$ cat config.mk
export PLATFORM = sky130hd
export DESIGN_NAME = axi_stall_monitor
export DESIGN_NICKNAME = d
export VERILOG_FILES = /design/src/rtl/axi_stall_pkg.sv /design/src/rtl/stall_channel_timer.sv /design/src/rtl/first_fail_latch.sv /design/src/rtl/axi_stall_monitor.sv
export SDC_FILE = /design/constraint.sdc
export NUM_CORES = 1
export LEC_CHECK = 0
export CORE_MARGIN = 2
export CORE_UTILIZATION = 45
export DETAILED_ROUTE_END_ITERATION = 8
export SLEW_MARGIN = 25
export SYNTH_ARGS = -nofsm -noshare
export SYNTH_HDL_FRONTEND = slang
export SYNTH_HIERARCHICAL = 1
export SYNTH_SLANG_ARGS = --single-unit
export TNS_END_PERCENT = 30
$ cat constraint.sdc
create_clock -name clk -period 2.9 [get_ports clk]
set_clock_uncertainty 0.1 [all_clocks]
set_input_delay 0.435 -clock clk [delete_from_list [all_inputs] [get_ports clk]]
set_output_delay 0.435 -clock clk [all_outputs]
set_load 0.02 [all_outputs]
$ cat src/rtl/axi_stall_pkg.sv
// Package: shared constants and channel numbering for the stall monitor.
// Assumes: five channels, numbered in the fixed order given below.
package axi_stall_pkg;

    // Fixed channel numbering; the first-failure index uses these values.
    typedef enum logic [2:0] {
        CH_RD_ADDR = 3'd0,
        CH_WR_ADDR = 3'd1,
        CH_WR_DATA = 3'd2,
        CH_RD_DATA = 3'd3,
        CH_WR_RESP = 3'd4
    } axi_chan_e;

    localparam int unsigned AXI_CHANNELS    = 5;
    localparam int unsigned DEF_CLK_MHZ     = 100;
    localparam int unsigned DEF_TIMEOUT_NS  = 10000;

    // Converts a timeout in nanoseconds into a whole number of clock cycles.
    function automatic int unsigned ns_to_cycles(input int unsigned clk_mhz,
                                                 input int unsigned t_ns);
        return (clk_mhz * t_ns) / 1000;
    endfunction

endpackage

$ cat src/rtl/stall_channel_timer.sv
// Module: stall_channel_timer
// Times one channel's pending handshake (valid high, ready low) in sampled
// edges and raises a sticky error once the count reaches STALL_LIMIT.
// Assumes: STALL_LIMIT >= 2; valid/ready are synchronous to clk.
module stall_channel_timer #(
    parameter int unsigned STALL_LIMIT = 1000,
    localparam int unsigned CNT_W      = $clog2(STALL_LIMIT + 1)
) (
    input  logic clk,
    input  logic rst_n,
    input  logic valid,
    input  logic ready,
    output logic err_q,
    output logic err_rise
);

    localparam logic [CNT_W-1:0] LIMIT_C    = CNT_W'(STALL_LIMIT);
    localparam logic [CNT_W-1:0] LIMIT_M1_C = CNT_W'(STALL_LIMIT - 1);

    logic [CNT_W-1:0] stall_cnt;
    logic             pending;

    // Valid sampled high with no ready in reply: the handshake is still waiting.
    assign pending  = valid & ~ready;

    // Flags the edge on which this channel's error will first be set.
    assign err_rise = pending & (stall_cnt == LIMIT_M1_C) & ~err_q;

    // Counts consecutive stalled edges; clears on completion or withdrawn valid.
    always_ff @(posedge clk) begin
        if (!rst_n) begin
            stall_cnt <= '0;
        end else if (pending) begin
            if (stall_cnt != LIMIT_C) begin
                stall_cnt <= stall_cnt + 1'b1;
            end
        end else begin
            stall_cnt <= '0;
        end
    end

    // Holds the error flag from the limit-th stalled edge until reset.
    always_ff @(posedge clk) begin
        if (!rst_n) begin
            err_q <= 1'b0;
        end else if (err_rise) begin
            err_q <= 1'b1;
        end
    end

    // The stall count saturates at the limit.
    assert_cnt_bound_R3: assert property (@(posedge clk) disable iff (!rst_n)
        stall_cnt <= LIMIT_C);

    // A completed handshake leaves the count cleared.
    assert_done_clears_R5: assert property (@(posedge clk) disable iff (!rst_n)
        (valid && ready) |=> (stall_cnt == '0));

    // A withdrawn valid leaves the count cleared.
    assert_drop_clears_R4: assert property (@(posedge clk) disable iff (!rst_n)
        !valid |=> (stall_cnt == '0));

    // The flag only rises after the limit-th stalled edge.
    assert_rise_at_limit_R3: assert property (@(posedge clk) disable iff (!rst_n)
        $rose(err_q) |-> $past(pending && (stall_cnt == LIMIT_M1_C)));

    // Once set, the flag stays set outside reset.
    assert_sticky_R6: assert property (@(posedge clk) disable iff (!rst_n)
        err_q |=> err_q);

endmodule

$ cat src/rtl/first_fail_latch.sv
// Module: first_fail_latch
// Captures the index of the first channel to fail since reset, picking the
// lowest index when several channels fail on the same edge.
// Assumes: err_rise pulses are aligned with the edge that sets err_vec.
module first_fail_latch #(
    parameter int unsigned NUM_CH = 5,
    localparam int unsigned IDX_W = (NUM_CH > 1) ? $clog2(NUM_CH) : 1
) (
    input  logic              clk,
    input  logic              rst_n,
    input  logic [NUM_CH-1:0] err_vec,
    input  logic [NUM_CH-1:0] err_rise,
    output logic              any_err,
    output logic [IDX_W-1:0]  first_idx
);

    logic [IDX_W-1:0] lowest_idx;

    // Combined error is the OR of every channel flag.
    assign any_err = |err_vec;

    // Priority encoder: lowest-numbered channel among those failing now.
    always_comb begin
        lowest_idx = '0;
        for (int i = NUM_CH - 1; i >= 0; i--) begin
            if (err_rise[i]) begin
                lowest_idx = IDX_W'(i);
            end
        end
    end

    // Latches the index only on the edge that raises the first error.
    always_ff @(posedge clk) begin
        if (!rst_n) begin
            first_idx <= '0;
        end else if (!any_err && (|err_rise)) begin
            first_idx <= lowest_idx;
        end
    end

    // The captured index never moves once an error is present.
    assert_idx_stable_R9: assert property (@(posedge clk) disable iff (!rst_n)
        any_err |=> $stable(first_idx));

    // The captured index always names a channel that has failed.
    assert_idx_points_R9: assert property (@(posedge clk) disable iff (!rst_n)
        any_err |-> err_vec[first_idx]);

endmodule

$ cat src/rtl/axi_stall_monitor.sv
// Module: axi_stall_monitor (top)
// One stall timer per AXI channel plus a first-failure latch. Passive: it
// only observes valid/ready and reports stuck handshakes.
// Assumes: channel bits numbered as in axi_stall_pkg::axi_chan_e.
module axi_stall_monitor
    import axi_stall_pkg::*;
#(
    parameter int unsigned NUM_CH      = AXI_CHANNELS,
    parameter int unsigned CLK_MHZ     = DEF_CLK_MHZ,
    parameter int unsigned TIMEOUT_NS  = DEF_TIMEOUT_NS,
    parameter int unsigned STALL_LIMIT = ns_to_cycles(CLK_MHZ, TIMEOUT_NS),
    localparam int unsigned IDX_W      = (NUM_CH > 1) ? $clog2(NUM_CH) : 1
) (
    input  logic              clk,
    input  logic              rst_n,
    input  logic [NUM_CH-1:0] ch_valid,
    input  logic [NUM_CH-1:0] ch_ready,
    output logic [NUM_CH-1:0] ch_error,
    output logic              any_error,
    output logic [IDX_W-1:0]  first_fail_idx
);

    logic [NUM_CH-1:0] rise_vec;

    // One independent timer per channel.
    for (genvar g = 0; g < NUM_CH; g++) begin : g_chan
        stall_channel_timer #(
            .STALL_LIMIT (STALL_LIMIT)
        ) u_timer (
            .clk      (clk),
            .rst_n    (rst_n),
            .valid    (ch_valid[g]),
            .ready    (ch_ready[g]),
            .err_q    (ch_error[g]),
            .err_rise (rise_vec[g])
        );
    end

    first_fail_latch #(
        .NUM_CH (NUM_CH)
    ) u_first (
        .clk       (clk),
        .rst_n     (rst_n),
        .err_vec   (ch_error),
        .err_rise  (rise_vec),
        .any_err   (any_error),
        .first_idx (first_fail_idx)
    );

    // A flag can only appear on a channel that was stalled on the prior edge.
    assert_isolated_R7: assert property (@(posedge clk) disable iff (!rst_n)
        (ch_error & ~$past(ch_error)) == (ch_error & ~$past(ch_error)
                                          & $past(ch_valid & ~ch_ready)));

endmodule

==> parameters.txt, run 1 <==
Parameter                              Value

Synthesis
  Top-count cell post-synth ... sky130_fd_sc_hd__dfxtp_1
  Main combinational cell family by area after synthesis ... simple AND/OR/NAND/NOR gates
  Main flop type after synthesis ... sky130_fd_sc_hd__dfxtp_1
  FFs w/ async S/R, synth ... 0
  Portion of synthesized cell area occupied by the leading cell type ... 0.398
  Netlist Area Pre-Place ... between 2000 and 3000 um2
  Net Count, Synth ... around 340
  Synthesized-area fraction occupied by xor and xnor cells ... 0.0300
  Yosys warning count ... 6
  Share of cell area taken by muxes after synthesis ... 0.0377
  Synth Area in Adders ... 0.0429
  Average instance area after synthesis ... about 9.1 um2
  Top cell types by occurrence after synthesis ... sky130_fd_sc_hd__dfxtp_1, sky130_fd_sc_hd__nand2_1, sky130_fd_sc_hd__a21oi_1
  #FFs+latches synth ... 58
  Number of synthesized flops with an enable pin ... 0
  Cell type with the largest total area after synthesis ... sky130_fd_sc_hd__dfxtp_1
  Post-Synth Simple-Gate Area ... 0.342
  Number of distinct standard cells referenced by the synthesized netlist ... 35
  Sequential area share after synthesis ... 0.398
  Syn Inst Count ... 320
  Compound-Gate Fraction of Synth Area ... 0.130
  Cells taking the most area after synthesis ... sky130_fd_sc_hd__dfxtp_1, sky130_fd_sc_hd__nand2_1, sky130_fd_sc_hd__a21oi_1

Final layout
  Fraction of final layout cells sized beyond drive strength 1 ... 0.121
  Net count of the finished layout ... ~370
  Area of combinational cells with multiple inputs ... about 1700 um2
  Signed area change from the synthesized netlist to the final layout ... 17.7%
  Seq. cell area ... 1160 um2
  Post-route core utilization ... 0.544
  Number of diodes ... 0
  Filler Cell Count ... ~600
  Cell area after layout ... ~3400 um2

Pwr
  Part of the total power dissipated in sequential elements ... 0.507
  Net switching share of the total power ... 0.210
  Share of total power in combinational logic ... 0.032
  P_int ... roughly 1.3 mW
  Cell Pwr Density ... roughly 460 nW/um2
  Leakage dissipation ... around 1.1 nW
  Worst voltage drop across the vdd grid ... 0.261 mV
  Switching power ... around 330 uW
  Clock network fraction of design power ... 0.461

Critical path
  Required time worst endpoint ... 2.37 ns
  Worst R2R Path Depth ... 5
  Kind of cell with the highest combined delay on the critical path ... simple AND/OR/NAND/NOR gates
  Crit path DAT ... between 2 and 2.5 ns
  Highest-delay cell along the critical path ... sky130_fd_sc_hd__or4_4
  Critical Path Start Type ... flop
  Delay contributed by the slowest stage of the critical path ... between 0.5 and 0.6 ns
  Buffering stage count on the worst path with inverters included ... 1
  Crit path kind ... reg -> out
  Critical path cell sequence ... or4_4 -> or2_4 -> clkdlybuf4s50_1
  Worst setup EP type ... primary output
  Total stage count of the critical path ... 3
  Critical-path maximum fanout ... 4

Clock network
  Later-pin clock latency in the skew report ... around 0.32 ns
  Hold_buf cts ... 0
  Number of gates resized after CTS ... 0
  CTS max path bufs ... 2
  CTS Buf Count ... 9
  Number of sinks driven by the clock tree ... 58
  Number of buffers inserted by post-CTS setup repair ... 0
  Clock transition at the register clock pins on the worst setup and hold paths after CTS ... about 0.060 ns
  Root Driver ... sky130_fd_sc_hd__clkbuf_8
  Level count of the clock H-tree ... 3
  TritonCTS clock tree ... built

STA
  Final total negative setup slack ... 0 ns
  Worst setup slack after layout ... around 0.30 ns
  Max Clock Freq ... between 0.3 and 0.4 GHz
  Least-Margin Pin Slew ... 0.458 ns
  WHS ... between 0.3 and 0.4 ns
  Final critical path time including I/O delays and setup ... 2.60 ns
  Number of hold violations in the final report ... 0
  RSZ-0062 raised after global routing ... false
  Share of the cycle needed by the critical path after routing ... 0.898
  Relative slew slack ... 0.692
  Number of failing setup endpoints in the final timing report ... 0
  Max-slew violation count ... 0

Placed design
  Area after detailed placement ... between 3000 and 4000 um2
  Detail Placement HPWL ... between 4 and 5 mm
  Count of input and output buffers ... 20
  Worst Setup Slack post-DPL ... 0.243 ns
  Weighted congestion reported at the end of routability-driven placement ... 0.803

Drt
  Count of antenna-violating nets left after detailed routing ... 0
  Number of iterations in the first detailed-routing pass ... 4
  Routed wire per std cell ... 13.1 um
  Routed via count ... 2,401
  Drt initial violations ... 60
  Routed wire length ... around 5.7 mm
  Via density ... approximately 5.5
  Number of remaining DRC errors ... 0

Floorplanning
  Placeable core region ... approximately 6300 um2
  Area of the die ... ~7000 um2
  I/O pins ... 21
  Row cnt ... 29
  Chip width ... roughly 85 um
  Initial standard-cell utilization of the core ... 0.462
  Y dimension of the die ... 84.5 um

Hold path
  Min-Delay Path Depth ... 2
  Hold Path Class ... reg -> reg

GRT
  Vias in the first global route ... between 2,000 and 2,500
  Global-route wire length before repair ... approximately 10 mm
  Pin count of the biggest net entering global routing ... 14
  Initial antenna violation count ... 0
  Total gr overflow ... 0
  Total routing usage reported by global routing ... 0.171

Status
  Result of the run ... completed

Flow run
  Number of maximum-capacitance violations ... 0
==> layout make-up <==
type                    count  area share
repair buffers             25      0.0692
clock inverters             1     0.00146
inverters                  10      0.0109
flip-flops and latches     58       0.338
well taps                  77      0.0281
clock buffers              15      0.0572
multi-input cells         247       0.495
==> kinds of logic after synthesis <==
group                      after synthesis
adders and majority gates               10
buffers and inverters                   15
and+or+nand+nor                        152
xor gates and xnor gates                10
DFF                                     58
muxes                                   11
AOI/OAI and AO/OA                       64
==> worst min-delay path, stage by stage (launching register included) <==
cell and delay, ns:
sky130_fd_sc_hd__dfxtp_1 0.32, sky130_fd_sc_hd__nand2_1 0.06, sky130_fd_sc_hd__mux2i_1 0.05
==> flip-flops by register name (all words and copies together), names as in the netlist <==
register and flops:
g_chan.u_timer/err_q 5, g_chan.u_timer/stall_cnt 50, u_first/first_idx 3
==> power by group through the flow <==
stage / Clock [mW] / Sequential, mW / Combinational (mW)
2_1_floorplan: 0 / 0.821 / 0.0249
3_3_place_gp: 0 / 0.822 / 0.0508
3_5_place_dp: 0 / 0.822 / 0.0515
4_1_cts: 0.756 / 0.804 / 0.0517
5_1_grt: 0.793 / 0.804 / 0.0577
6_report: 0.730 / 0.804 / 0.0507
==> metal layers <==
layer / global-route usage / up-vias / wire length [um]
met3: 0.0324 / 6 / 152
met4: 0.0722 / 0 / 64
met5: 0 / - / 0
met2: 0.271 / 29 / 2540
met1: 0.228 / 1120 / 2910
li1: - / 1246 / -
==> stage by stage <==
| step | power (mW) | instances |
|---|---|---|
| final | 1.59 | 433 |
| after global routing | 1.66 | 433 |
| after CTS | 1.61 | 433 |
| after detailed placement | 0.874 | 417 |
| after global placement | 0.873 | 417 |
| after floorplan | 0.846 | 320 |
==> path summary, 6_finish.rpt <==
check	startpoint	slack, ns	endpoint
setup / recovery	g_chan[0].u_timer/err_q$_SDFFE_PN0P_	0.30	any_error
hold / removal	u_first/first_idx[0]$_SDFFE_PN0P_	0.38	u_first/first_idx[0]$_SDFFE_PN0P_
setup reg to reg	g_chan[2].u_timer/stall_cnt[3]$_SDFFE_PN0P_	0.73	u_first/first_idx[1]$_SDFFE_PN0P_
hold reg to reg	u_first/first_idx[0]$_SDFFE_PN0P_	0.38	u_first/first_idx[0]$_SDFFE_PN0P_
==> cell usage in the layout (no fill, tap or decap), drive strengths merged <==
master         synthesis  final
mux2i                 11     11
o21a                   5      5
nor3                   2      2
xor2                   5      5
xnor2                  5      5
nand2b                 5      5
nand2                 47     47
o31ai                 15     15
nand3b                15     15
clkbuf                 5     15
nor2b                  2      2
or3                   10     10
a21oi                 25     25
buf                    0      5
and3b                  5      5
ha                    10     10
or4b                   6      6
nor4                  11     11
clkdlybuf4s50          0     20
nor2                   6      6
nand3                 15     15
o22ai                  1      1
inv                   10     10
and2                   5      5
dfxtp                 58     58
or2                    1      1
clkinv                 0      1
o21ai                 16     16
o221a                  1      1
nand4                  5      5
or4                   16     16
nor3b                  1      1
a211oi                 1      1
Power figures use the tool's default switching activity.
==> run 2, diff against run 1 <==
Settings changed: REMOVE_ABC_BUFFERS set to 1.
==> run 2 against run 1 <==
Net effect:
- highest routed layer unchanged
- wire length increased by 0.53%
- largest cell class unchanged
- critical path depth unchanged
- global-route usage decreased by 0.10 points
- via count increased by 0.83%
- critical path type unchanged
- critical endpoint unchanged
- non-clock buffer count increased by 1
==> parameters.txt, run 2 (synthesized netlist as in run 1, its figures left out) <==
Parameter                              Value

Status
  Result of the run ... completed

Final layout
  Number of diodes ... 0
  Filler Cell Count ... 590
  Seq. cell area ... approximately 1200 um2
  Fraction of final layout cells sized beyond drive strength 1 ... 0.118
  Area of combinational cells with multiple inputs ... 1700 um2
  Net count of the finished layout ... 374
  Signed area change from the synthesized netlist to the final layout ... 16.3%
  Most common cell after layout, fill and taps aside ... sky130_fd_sc_hd__dfxtp_1
  Registers with the most flip-flops ... g_chan.u_timer/stall_cnt x50, g_chan.u_timer/err_q x5, u_first/first_idx x3
  Most frequent cells in the layout ... sky130_fd_sc_hd__dfxtp_1, sky130_fd_sc_hd__nand2_1, sky130_fd_sc_hd__a21oi_1, sky130_fd_sc_hd__clkdlybuf4s50_1
  Reg with most FFs ... g_chan.u_timer/stall_cnt
  Max reg flops ... 50

STA
  Least-Margin Pin Slew ... approximately 0.47 ns
  Max Clock Freq ... roughly 0.39 GHz
  Final total negative setup slack ... 0 ns
  Relative slew slack ... 0.687
  Final critical path time including I/O delays and setup ... approximately 2.6 ns
  Worst setup slack after layout ... ~0.31 ns
  Share of the cycle needed by the critical path after routing ... 0.894
  Max-slew violation count ... 0
  RSZ-0062 raised after global routing ... false
  Number of hold violations in the final report ... 0
  Number of failing setup endpoints in the final timing report ... 0

Drt
  Number of iterations in the first detailed-routing pass ... 4
  Routed wire per std cell ... approximately 13 um
  Via density ... between 5 and 6
  Routed wire length ... 5.70 mm
  Number of remaining DRC errors ... 0
  Routed via count ... 2,421
  Count of antenna-violating nets left after detailed routing ... 0
  Drt initial violations ... 74

Floorplanning
  Chip width ... between 80 and 90 um
  Initial standard-cell utilization of the core ... 0.462
  Placeable core region ... between 6000 and 7000 um2
  Area of the die ... 7140 um2
  Row cnt ... 29
  I/O pins ... 21
  Y dimension of the die ... approximately 85 um

Placed design
  Detail Placement HPWL ... approximately 4.2 mm
  Worst Setup Slack post-DPL ... ~0.24 ns
  Count of input and output buffers ... 20
  Weighted congestion reported at the end of routability-driven placement ... ~0.77

Pwr
  Share of total power in combinational logic ... 0.036
  Net switching share of the total power ... 0.224
  Switching power ... ~320 uW
  Cell Pwr Density ... ~430 nW/um2
  P_int ... 1.13 mW
  Part of the total power dissipated in sequential elements ... 0.554
  Leakage dissipation ... 1.05 nW
  Clock network fraction of design power ... 0.410
  Worst voltage drop across the vdd grid ... approximately 0.22 mV

Critical path
  Crit path DAT ... approximately 2.1 ns
  Required time worst endpoint ... approximately 2.4 ns
  Worst setup EP type ... primary output
  Critical Path Start Type ... flop
  Critical-path maximum fanout ... 4
  Crit path kind ... reg -> out

Clock network
  Clock transition at the register clock pins on the worst setup and hold paths after CTS ... 0.06 ns
  Root Driver ... sky130_fd_sc_hd__clkbuf_8
  CTS Buf Count ... 9
  Number of buffers inserted by post-CTS setup repair ... 0
  Number of sinks driven by the clock tree ... just under 60
  Hold_buf cts ... 0
  Number of gates resized after CTS ... 0
  CTS max path bufs ... 2
  Level count of the clock H-tree ... 3
  TritonCTS clock tree ... built
  Later-pin clock latency in the skew report ... ~0.32 ns

GRT
  Vias in the first global route ... approximately 2,300
  Pin count of the biggest net entering global routing ... 11
  Total gr overflow ... 0
  Initial antenna violation count ... 0
  Global-route wire length before repair ... 9.94 mm
  Total routing usage reported by global routing ... 0.170
  Global-route track usage on met1 ... 0.229
  Most utilized layer in the global route result ... met2
  M2 GR Usage ... 0.262
  Met3 Resource Use GR ... 0.0383

Flow run
  Number of maximum-capacitance violations ... 0

Hold path
  Hold Path Class ... reg -> reg
[run 2: critical path, cell delays in order (launching register included)]
cell and delay, ns:
sky130_fd_sc_hd__dfxtp_1 0.35, sky130_fd_sc_hd__or4_4 0.57, sky130_fd_sc_hd__or2_4 0.26, sky130_fd_sc_hd__clkdlybuf4s50_1 0.56
[run 2: routing by layer]
layer / vias up / share of wire
li1: 1244 / -
met1: 1131 / 0.51
met2: 36 / 0.44
met3: 10 / 0.036
met4: 0 / 0.016
met5: - / 0
[run 2: final timing paths]
kind | startpoint | end | slack (ns) | cells after the start
max | g_chan[0].u_timer/err_q$_SDFFE_PN0P_ | any_error | 0.31 | 3
min | u_first/first_idx[0]$_SDFFE_PN0P_ | u_first/first_idx[0]$_SDFFE_PN0P_ | 0.38 | 2
min reg2reg | u_first/first_idx[0]$_SDFFE_PN0P_ | u_first/first_idx[0]$_SDFFE_PN0P_ | 0.38 | 2
max reg2reg | g_chan[2].u_timer/stall_cnt[3]$_SDFFE_PN0P_ | u_first/first_idx[1]$_SDFFE_PN0P_ | 0.73 | 5
[run 2: final cells by class]
class                      instances  area share
clock buffer                      11      0.0387
sequential                        58       0.342
inverter                          10      0.0111
timing repair buffer              26      0.0723
multi-input combinational        247       0.501
tap                               77      0.0284
clock inverter                     4     0.00590
[run 2: per-stage QoR]
| stage | power (mW) | instance area [um2] | cells | util | hold WS (ns) |
|---|---|---|---|---|---|
| floorplan | 0.845 | 2900 | 315 | - | 0.352 |
| global placement | 0.874 | 3240 | 418 | 0.513 | 0.363 |
| detailed placement | 0.874 | 3240 | 418 | 0.513 | 0.373 |
| CTS | 1.48 | 3390 | 433 | 0.537 | 0.384 |
| global route | 1.52 | 3390 | 433 | 0.537 | 0.401 |
| finish | 1.45 | 3390 | 433 | 0.537 | 0.377 |
[run 2: power groups by stage]
stage | Clock [mW] | Sequential, mW | Combinational, mW
finish | 0.595 | 0.804 | 0.0519
global route | 0.658 | 0.804 | 0.0580
CTS | 0.624 | 0.804 | 0.0526
detailed placement | 0 | 0.822 | 0.0522
global placement | 0 | 0.822 | 0.0518
floorplan | 0 | 0.821 | 0.0235
==> run 3, diff against run 2 <==
Settings changed: GPL_ROUTABILITY_DRIVEN set to 0.
==> results of run 3 <==
No change in the layout: final DEF, timing and power equal those of run 2.
